===== src/rtl/cmdbuf_pkg.sv =====
package cmdbuf_pkg;

    localparam int WORD_W = 28;
    localparam int COPIES = 2;
    localparam int OUT_W  = COPIES * WORD_W;

    // chip-select bit positions per input layout
    localparam int CS0_POS_A = 13;
    localparam int CS1_POS_A = 14;
    localparam int CS0_POS_B = 21;
    localparam int CS1_POS_B = 23;

    typedef enum logic {
        MAP_A = 1'b0,
        MAP_B = 1'b1
    } map_mode_e;

    typedef struct packed {
        logic cs0;
        logic cs1;
    } cs_pair_t;

    function automatic cs_pair_t pick_cs(input logic [WORD_W-1:0] w, input map_mode_e m);
        cs_pair_t p;
        if (m == MAP_B) begin
            p.cs0 = w[CS0_POS_B];
            p.cs1 = w[CS1_POS_B];
        end else begin
            p.cs0 = w[CS0_POS_A];
            p.cs1 = w[CS1_POS_A];
        end
        return p;
    endfunction

endpackage


===== src/rtl/cmdbuf_rst_sync.sv =====
module cmdbuf_rst_sync #(
    parameter int STAGES = 2
) (
    input  logic clk,
    input  logic rst_n,
    output logic run
);

    logic [STAGES-1:0] stage_q;

    always_ff @(posedge clk or negedge rst_n) begin
        if (!rst_n) begin
            stage_q <= '0;
        end else begin
            stage_q <= {stage_q[STAGES-2:0], 1'b1};
        end
    end

    assign run = stage_q[STAGES-1];

    // run may only rise after the release has been seen in the earlier stage
    p_run_rise_r8: assert property (@(posedge clk) disable iff (!rst_n)
        $rose(run) |-> $past(stage_q[STAGES-2]));

endmodule


===== src/rtl/cmdbuf_gate.sv =====
module cmdbuf_gate
    import cmdbuf_pkg::*;
#(
    parameter int W = WORD_W
) (
    input  logic [W-1:0] word,
    input  map_mode_e    mode,
    input  logic         gate_en,
    output logic         hold
);

    cs_pair_t cs;

    always_comb begin
        cs   = pick_cs(word, mode);
        hold = gate_en && cs.cs0 && cs.cs1;
    end

endmodule


===== src/rtl/cmdbuf_capture.sv =====
module cmdbuf_capture #(
    parameter int W      = 28,
    parameter int NCOPY  = 2,
    localparam int OW    = W * NCOPY
) (
    input  logic          clk,
    input  logic          rst_n,
    input  logic          run,
    input  logic          hold,
    input  logic [W-1:0]  d,
    output logic [OW-1:0] q
);

    logic [W-1:0] word_q;

    always_ff @(posedge clk or negedge rst_n) begin
        if (!rst_n) begin
            word_q <= '0;
        end else if (run && !hold) begin
            word_q <= d;
        end
    end

    for (genvar c = 0; c < NCOPY; c++) begin : g_copy
        assign q[c*W +: W] = word_q;
    end

    p_hold_r4: assert property (@(posedge clk) disable iff (!rst_n)
        (run && hold) |=> $stable(q));

    p_update_r5: assert property (@(posedge clk) disable iff (!rst_n)
        (run && !hold) |=> (q[W-1:0] == $past(d)));

    p_quiet_r8: assert property (@(posedge clk) disable iff (!rst_n)
        (!run) |=> (q == '0));

    p_reset_low_r9: assert property (@(posedge clk)
        (!rst_n) |-> (q == '0));

endmodule


===== src/rtl/registered_cmd_buffer.sv =====
module registered_cmd_buffer
    import cmdbuf_pkg::*;
(
    input  logic              clk,
    input  logic              rst_n,
    input  logic              map_sel,
    input  logic              gate_en,
    input  logic [WORD_W-1:0] d,
    output logic [OUT_W-1:0]  q
);

    logic      run;
    logic      hold;
    map_mode_e mode;

    assign mode = map_mode_e'(map_sel);

    cmdbuf_rst_sync #(.STAGES(2)) u_rst_sync (
        .clk   (clk),
        .rst_n (rst_n),
        .run   (run)
    );

    cmdbuf_gate #(.W(WORD_W)) u_gate (
        .word    (d),
        .mode    (mode),
        .gate_en (gate_en),
        .hold    (hold)
    );

    cmdbuf_capture #(.W(WORD_W), .NCOPY(COPIES)) u_capture (
        .clk   (clk),
        .rst_n (rst_n),
        .run   (run),
        .hold  (hold),
        .d     (d),
        .q     (q)
    );

    p_copies_r1: assert property (@(posedge clk) disable iff (!rst_n)
        q[OUT_W-1:WORD_W] == q[WORD_W-1:0]);

endmodule


===== config.mk =====
export PLATFORM = sky130hd
export DESIGN_NAME = registered_cmd_buffer
export DESIGN_NICKNAME = d
export VERILOG_FILES = /design/src/rtl/cmdbuf_pkg.sv /design/src/rtl/cmdbuf_rst_sync.sv /design/src/rtl/cmdbuf_gate.sv /design/src/rtl/cmdbuf_capture.sv /design/src/rtl/registered_cmd_buffer.sv
export SDC_FILE = /design/constraint.sdc
export NUM_CORES = 1
export LEC_CHECK = 0
export ABC_AREA = 1
export CORE_MARGIN = 2
export CORE_UTILIZATION = 34
export CTS_BUF_LIST = sky130_fd_sc_hd__clkbuf_2 sky130_fd_sc_hd__clkbuf_4 sky130_fd_sc_hd__clkbuf_8
export CTS_CLUSTER_SIZE = 40
export DETAILED_ROUTE_END_ITERATION = 7
export PLACE_DENSITY_LB_ADDON = 0.12
export SYNTH_ARGS = -nofsm -noshare
export SYNTH_HDL_FRONTEND = slang
export SYNTH_HIERARCHICAL = 1
export SYNTH_SLANG_ARGS = --single-unit

===== constraint.sdc =====
create_clock -name clk -period 0.8 [get_ports clk]
set_clock_uncertainty 0.05 [all_clocks]
set_input_delay 0.16 -clock clk [delete_from_list [all_inputs] [get_ports clk]]
set_output_delay 0.16 -clock clk [all_outputs]
set_load 0.02 [all_outputs]

==> impl_metrics.env, run 1 <==
export IMPL_drtIter0Drc=35
export IMPL_whs_ps=123
export IMPL_antenna_found_initial=0
export IMPL_cts_buffers=5
export IMPL_grt_use_met3=0.0455
export IMPL_setup_violations=84
export IMPL_p_comb_frac=0.408
export IMPL_cp_end_kind="flip-flop"
export IMPL_drv_slew=0
export IMPL_path_max_fanout=6
export IMPL_routed_wl_um=4710
export IMPL_grt_setup_unrepaired="true"
export IMPL_grt_pass1_wl_um=6760
export IMPL_start_util=0.356
export IMPL_antenna_left=0
export IMPL_cp_arrival_ps=1190
export IMPL_die_h_um=68.9
export IMPL_grt_overflow=0
export IMPL_viasPerCell=4.63
export IMPL_grt_max_degree=31
export IMPL_dieArea_mm2=0.00475
export IMPL_worstSetupPathType="reg2reg"
export IMPL_clock_sinks=30
export IMPL_num_vias=1416
export IMPL_gp_congestion=0.694
export IMPL_synth_cells=158
export IMPL_cap_violations=0
export IMPL_yosysWarnings=6
export IMPL_power_internal_mw=3.66
export IMPL_post_dp_hpwl_um=2470
export IMPL_num_antenna_cells=0
export IMPL_hold_viol=0
export IMPL_nets=287
export IMPL_ir_drop_mv=1.08
export IMPL_power_switching_mw=1.75
export IMPL_pwr_share_clk=0.232
export IMPL_design_area_mm2=0.00290
export IMPL_cts_clk_slew_worst_paths_ps=60
export IMPL_area_growth_pct=102
export IMPL_root_buffer="clkbuf_8"
export IMPL_min_period_over_period=1.35
export IMPL_dr_pass1_iters=4
export IMPL_fin_tns_setup_ps=-20390
export IMPL_die_x_um=68.9
export IMPL_p_per_area_mw_per_mm2=1870
export IMPL_ys_seq_area_frac=0.524
export IMPL_port_buffers=87
export IMPL_std_cell_rows=23
export IMPL_wl_per_cell_um=15.4
export IMPL_yosys_cell_types_count=11
export IMPL_drive_gt1_frac=0.707
export IMPL_p_leak_nw=1.43
export IMPL_drc=0
export IMPL_avgSynthCellArea_um2=9.07
export IMPL_use_met1=0.237
export IMPL_setup_ws_ps=-281
export IMPL_use_met2=0.363
export IMPL_ys_seq_elements=30
export IMPL_core_area_mm2=0.00403
export IMPL_first_global_vias=1371
export IMPL_clk_latency_ps=280
export IMPL_status="finished, violations left"
export IMPL_netlist_area_mm2=0.00143
export IMPL_pwr_share_seq=0.360
export IMPL_fmax_mhz=925
export IMPL_hp_class="in2reg"
export IMPL_cp_start_kind="flip-flop"
export IMPL_syn_nets=190
export IMPL_cts_tree="done"
export IMPL_violations="setup timing"
export IMPL_clk_path_buf_depth=2
export IMPL_switching_share=0.323
export IMPL_period_needed_ps=1080
export IMPL_final_util=0.720
export IMPL_io_pins=88
export IMPL_busiest_layer="met2"
export IMPL_post_dp_cell_area_mm2=0.00228
export IMPL_gr_usage_all_layers=0.202
export IMPL_required_ps=910
export IMPL_htreeDepth=2
-- path summary, 6_finish.rpt --
| kind | startpoint | to | slack [ps] | cells past startpoint |
|---|---|---|---|---|
| hold / removal | d[23] | u_capture/word_q[23] | 120 | 3 |
| hold reg to reg | u_rst_sync/stage_q[0] | u_rst_sync/stage_q[1] | 310 | 0 |
| max in group asynchronous | rst_n | u_capture/word_q[11] | 320 | 2 |
| setup / recovery | u_rst_sync/stage_q[1] | u_capture/word_q[11] | -280 | 5 |
| min in group asynchronous | rst_n | u_capture/word_q[8] | 190 | 2 |
| setup reg to reg | u_rst_sync/stage_q[1] | u_capture/word_q[11] | -280 | 5 |
-- cell usage after synthesis, drive strengths merged --
library cell	number	area, um2
nand2	60	228
buf	34	270
dfrtp	30	751
nand3	28	140
clkbuf	2	27.5
a21oi	1	5.00
conb	1	3.75
inv	1	3.75
nor2	1	3.75
-- layer usage --
| metal | vias to the layer above | wire length, um |
|---|---|---|
| met5 | - | 0 |
| met2 | 62 | 2480 |
| met4 | 0 | 80 |
| met1 | 676 | 1840 |
| met3 | 9 | 310 |
| li1 | 669 | - |
-- what timing repair did --
action / 4_1_cts / 5_1_grt
endpoints found under the setup margin: 84 / 84
gates cloned: 6 / 1
pin swaps: 3 / 14
hold buffers: 0 / 0
setup buffers: 12 / 10
gates resized for setup: 371 / 28
-- cells by family (layout without fill, tap and decap cells) --
family,count (synthesis),count (layout),share of synthesized area
simple gates,89,89,0.259
buf+inv,37,135,0.210
flops,30,30,0.524
other cells,1,1,0.00262
compound gates,1,1,0.00349
-- power groups by stage --
stage / clock (mW) / sequential (mW) / combinational, mW
4_1_cts: 1.29 / 1.94 / 2.03
3_3_place_gp: 0 / 1.89 / 1.72
6_report: 1.25 / 1.95 / 2.21
2_1_floorplan: 0 / 2.14 / 0.874
3_5_place_dp: 0 / 1.90 / 1.73
5_1_grt: 1.38 / 1.97 / 2.34
-- state kept, by name (all words and copies together) (netlist names) --
| signal | count |
|---|---|
| u_capture/word_q | 28 |
| u_rst_sync/stage_q | 2 |
-- per-stage QoR --
| stage | total power, mW | setup slack (ps) | std cells |
|---|---|---|---|
| 6_report | 5.41 | -281 | 306 |
| 5_1_grt | 5.70 | -319 | 306 |
| 4_1_cts | 5.27 | -276 | 297 |
| 2_1_floorplan | 3.01 | -164 | 158 |
| 3_3_place_gp | 3.61 | -694 | 272 |
| 3_5_place_dp | 3.63 | -729 | 272 |
-- layout make-up --
cell class                 count  area (um2)
fill                         287        1130
multi-input combinational     91         549
clock buffer                   7        90.1
tap                           50        62.6
timing repair buffer         126        1400
sequential                    30         786
clock inverter                 1        5.00
inverter                       1        3.75
-- cells in the final DEF, fill, tap and decap left out --
cell type | Yosys | routed
a21oi_2 | 0 | 1
buf_12 | 0 | 6
buf_16 | 0 | 5
buf_2 | 0 | 7
buf_4 | 30 | 23
buf_6 | 4 | 53
buf_8 | 0 | 2
clkbuf_16 | 0 | 1
clkbuf_2 | 0 | 1
clkbuf_4 | 0 | 1
clkbuf_8 | 2 | 6
clkdlybuf4s15_1 | 0 | 1
clkdlybuf4s15_2 | 0 | 1
clkdlybuf4s50_1 | 0 | 25
clkinv_2 | 0 | 1
conb_1 | 1 | 1
dfrtp_1 | 30 | 2
dfrtp_2 | 0 | 28
dlygate4sd2_1 | 0 | 1
inv_2 | 0 | 1
nand2_1 | 59 | 32
nand2_2 | 1 | 24
nand2_4 | 0 | 4
nand3_1 | 28 | 13
nand3_2 | 0 | 15
nor2_2 | 0 | 1
-- critical path: stages, from the launching register on --
cell     delay (ps)
dfrtp_1         410
nand2_4         100
buf_12          150
buf_16          130
nand2_2          60
nand2_1          60
No activity file was read; power rests on OpenSTA's default activity.
==> inputs of run 2 (changes only) <==
--- a/config.mk
+++ b/config.mk
@@ -6,12 +6,12 @@
 export NUM_CORES = 1
 export LEC_CHECK = 0
 export ABC_AREA = 1
-export CORE_MARGIN = 2
 export CORE_UTILIZATION = 34
 export CTS_BUF_LIST = sky130_fd_sc_hd__clkbuf_2 sky130_fd_sc_hd__clkbuf_4 sky130_fd_sc_hd__clkbuf_8
 export CTS_CLUSTER_SIZE = 40
 export DETAILED_ROUTE_END_ITERATION = 7
 export PLACE_DENSITY_LB_ADDON = 0.12
+export SLEW_MARGIN = 20
 export SYNTH_ARGS = -nofsm -noshare
 export SYNTH_HDL_FRONTEND = slang
 export SYNTH_HIERARCHICAL = 1
==> run 2 against run 1 <==
Net effect:
- the run still ends with setup timing left
- critical path depth down 4
- core utilization down 4.6 points
- non-clock buffer count down 11
- worst hold slack better by 0.92 ps
- global-route usage down 0.79 points
- count of clock-buffer cells in the layout up 1
- via count down 3.8%
- worst setup slack better by 16 ps
- final area down 6.3%
- wire length down 13%
- total power down 2.0%
- sequential share of layout area up 1.9 points
- highest routed layer unchanged
==> impl_metrics.env, run 2 (synthesis gave the netlist of run 1 again) <==
export IMPL_std_cell_rows=23
export IMPL_first_global_vias=1268
export IMPL_cap_violations=0
export IMPL_period_needed_ps=1070
export IMPL_drtIter0Drc=40
export IMPL_final_cell_mix="45 x buf_6, 43 x nand2_1, 29 x dfrtp_2"
export IMPL_worstSetupPathType="reg2out"
export IMPL_port_buffers=87
export IMPL_htreeDepth=2
export IMPL_final_common_cell="buf_6"
export IMPL_min_period_over_period=1.33
export IMPL_p_comb_frac=0.369
export IMPL_p_per_area_mw_per_mm2=1950
export IMPL_start_util=0.356
export IMPL_wl_per_cell_um=13.9
export IMPL_antenna_found_initial=0
export IMPL_viasPerCell=4.62
export IMPL_r2r_setup_slack_ps=-230
export IMPL_cpPeakStageDelay_ps=420
export IMPL_clk_latency_ps=280
export IMPL_area_growth_pct=89.5
export IMPL_grt_overflow=0
export IMPL_post_dp_hpwl_um=2410
export IMPL_fin_tns_setup_ps=-19180
export IMPL_largest_register="u_capture/word_q"
export IMPL_cp_start_kind="flip-flop"
export IMPL_gr_usage_all_layers=0.194
export IMPL_num_vias=1362
export IMPL_dp_cells=270
export IMPL_p_leak_nw=1.33
export IMPL_cts_tree="done"
export IMPL_routed_wl_um=4110
export IMPL_cp_depth=1
export IMPL_path_max_fanout=3
export IMPL_pwr_share_seq=0.364
export IMPL_clock_sinks=30
export IMPL_ir_drop_mv=1.05
export IMPL_design_area_mm2=0.00272
export IMPL_switching_share=0.317
export IMPL_required_ps=590
export IMPL_worstReg2RegStart="u_rst_sync/stage_q[1]"
export IMPL_hold_viol=0
export IMPL_grt_pass1_wl_um=6170
export IMPL_cpMaxStageDelayCell="dfrtp_2"
export IMPL_cts_clk_slew_worst_paths_ps=60
export IMPL_hold_start="d[23]"
export IMPL_post_dp_cell_area_mm2=0.00225
export IMPL_hp_class="in2reg"
export IMPL_io_pins=88
export IMPL_r2r_cells=4
export IMPL_final_cells=295
export IMPL_gp_congestion=0.747
export IMPL_drv_slew=0
export IMPL_grt_setup_unrepaired="true"
export IMPL_nFillCells=292
export IMPL_largest_reg_flops=28
export IMPL_largestRegisters="u_capture/word_q x28, u_rst_sync/stage_q x2"
export IMPL_antenna_left=0
export IMPL_clk_path_buf_depth=2
export IMPL_dr_pass1_iters=4
export IMPL_drc=0
export IMPL_path_cells="buf_4"
export IMPL_setup_ws_ps=-265
export IMPL_cts_buffers=5
export IMPL_root_buffer="clkbuf_8"
export IMPL_drive_gt1_frac=0.665
export IMPL_dieArea_mm2=0.00448
export IMPL_cp_arrival_ps=860
export IMPL_pwr_share_clk=0.267
export IMPL_nets=276
export IMPL_final_util=0.674
export IMPL_fmax_mhz=939
export IMPL_die_x_um=66.9
export IMPL_violations="setup timing"
export IMPL_cp_end_kind="output pin"
export IMPL_core_area_mm2=0.00403
export IMPL_critPathTopFamily="flip-flops"
export IMPL_die_h_um=66.9
export IMPL_power_internal_mw=3.62
export IMPL_num_antenna_cells=0
export IMPL_whs_endpoint="u_capture/word_q[23]"
export IMPL_status="finished, violations left"
export IMPL_critPathBufInv=1
export IMPL_holdPathStages=3
export IMPL_grt_max_degree=31
export IMPL_r2r_end="u_capture/word_q[8]"
export IMPL_power_switching_mw=1.68
export IMPL_setup_violations=84
run 2: cell types whose count changed in the layout (fill, tap and decap cells not counted), sizes merged:
cell | before | now
buf | 96 | 86
clkdlybuf4s15 | 2 | 3
clkinv | 1 | 0
clkbuf | 9 | 8
run 2: timing repair:
item | 4_1_cts | 5_1_grt
hold buffers | 0 | 0
pin swaps | 12 | 15
gates resized for setup | 311 | 75
buffers inserted | 9 | 9
cloned | 4 | 0
endpoints found under the setup margin | 84 | 84
run 2: final cells by class:
cell class | count | area [um2] | area share
multi-input cells | 91 | 558 | 0.206
flip-flops and latches | 30 | 787 | 0.290
repair buffers | 115 | 1190 | 0.440
clock buffers | 8 | 110 | 0.0406
inverters | 1 | 3.75 | 0.00138
well taps | 50 | 62.6 | 0.0230
run 2: through the flow:
stage | worst slack [ps] | power (mW) | hold WS, ps
floorplan | -164 | 3.01 | -186
global placement | -705 | 3.57 | 284
detailed placement | -726 | 3.59 | 304
CTS | -273 | 5.08 | 110
global route | -302 | 5.58 | 104
finish | -265 | 5.30 | 124
run 2: worst max-delay path by stage:
stage	start	endpoint	slack, ps
floorplan	d[23]	u_capture/word_q[7]	-160
global placement	d[23]	u_capture/word_q[26]	-710
detailed placement	d[23]	u_capture/word_q[19]	-730
CTS	u_capture/word_q[0]	q[0]	-270
global route	u_capture/word_q[9]	q[9]	-300
finish	u_capture/word_q[27]	q[27]	-270
run 2: power groups by stage:
| stage | logic, mW | registers (mW) | clock network [mW] |
|---|---|---|---|
| final | 1.96 | 1.93 | 1.41 |
| after CTS | 1.72 | 1.90 | 1.46 |
| after detailed placement | 1.69 | 1.90 | 0 |
| after floorplan | 0.874 | 2.14 | 0 |
| after global placement | 1.68 | 1.89 | 0 |
| after global routing | 2.08 | 1.96 | 1.54 |
run 2: metal layers:
layer,GRT usage,vias to the layer above,part of all wire
li1,-,641,-
met1,0.224,644,0.40
met2,0.316,69,0.50
met3,0.0788,8,0.084
met4,0.0798,0,0.017
met5,0,-,0
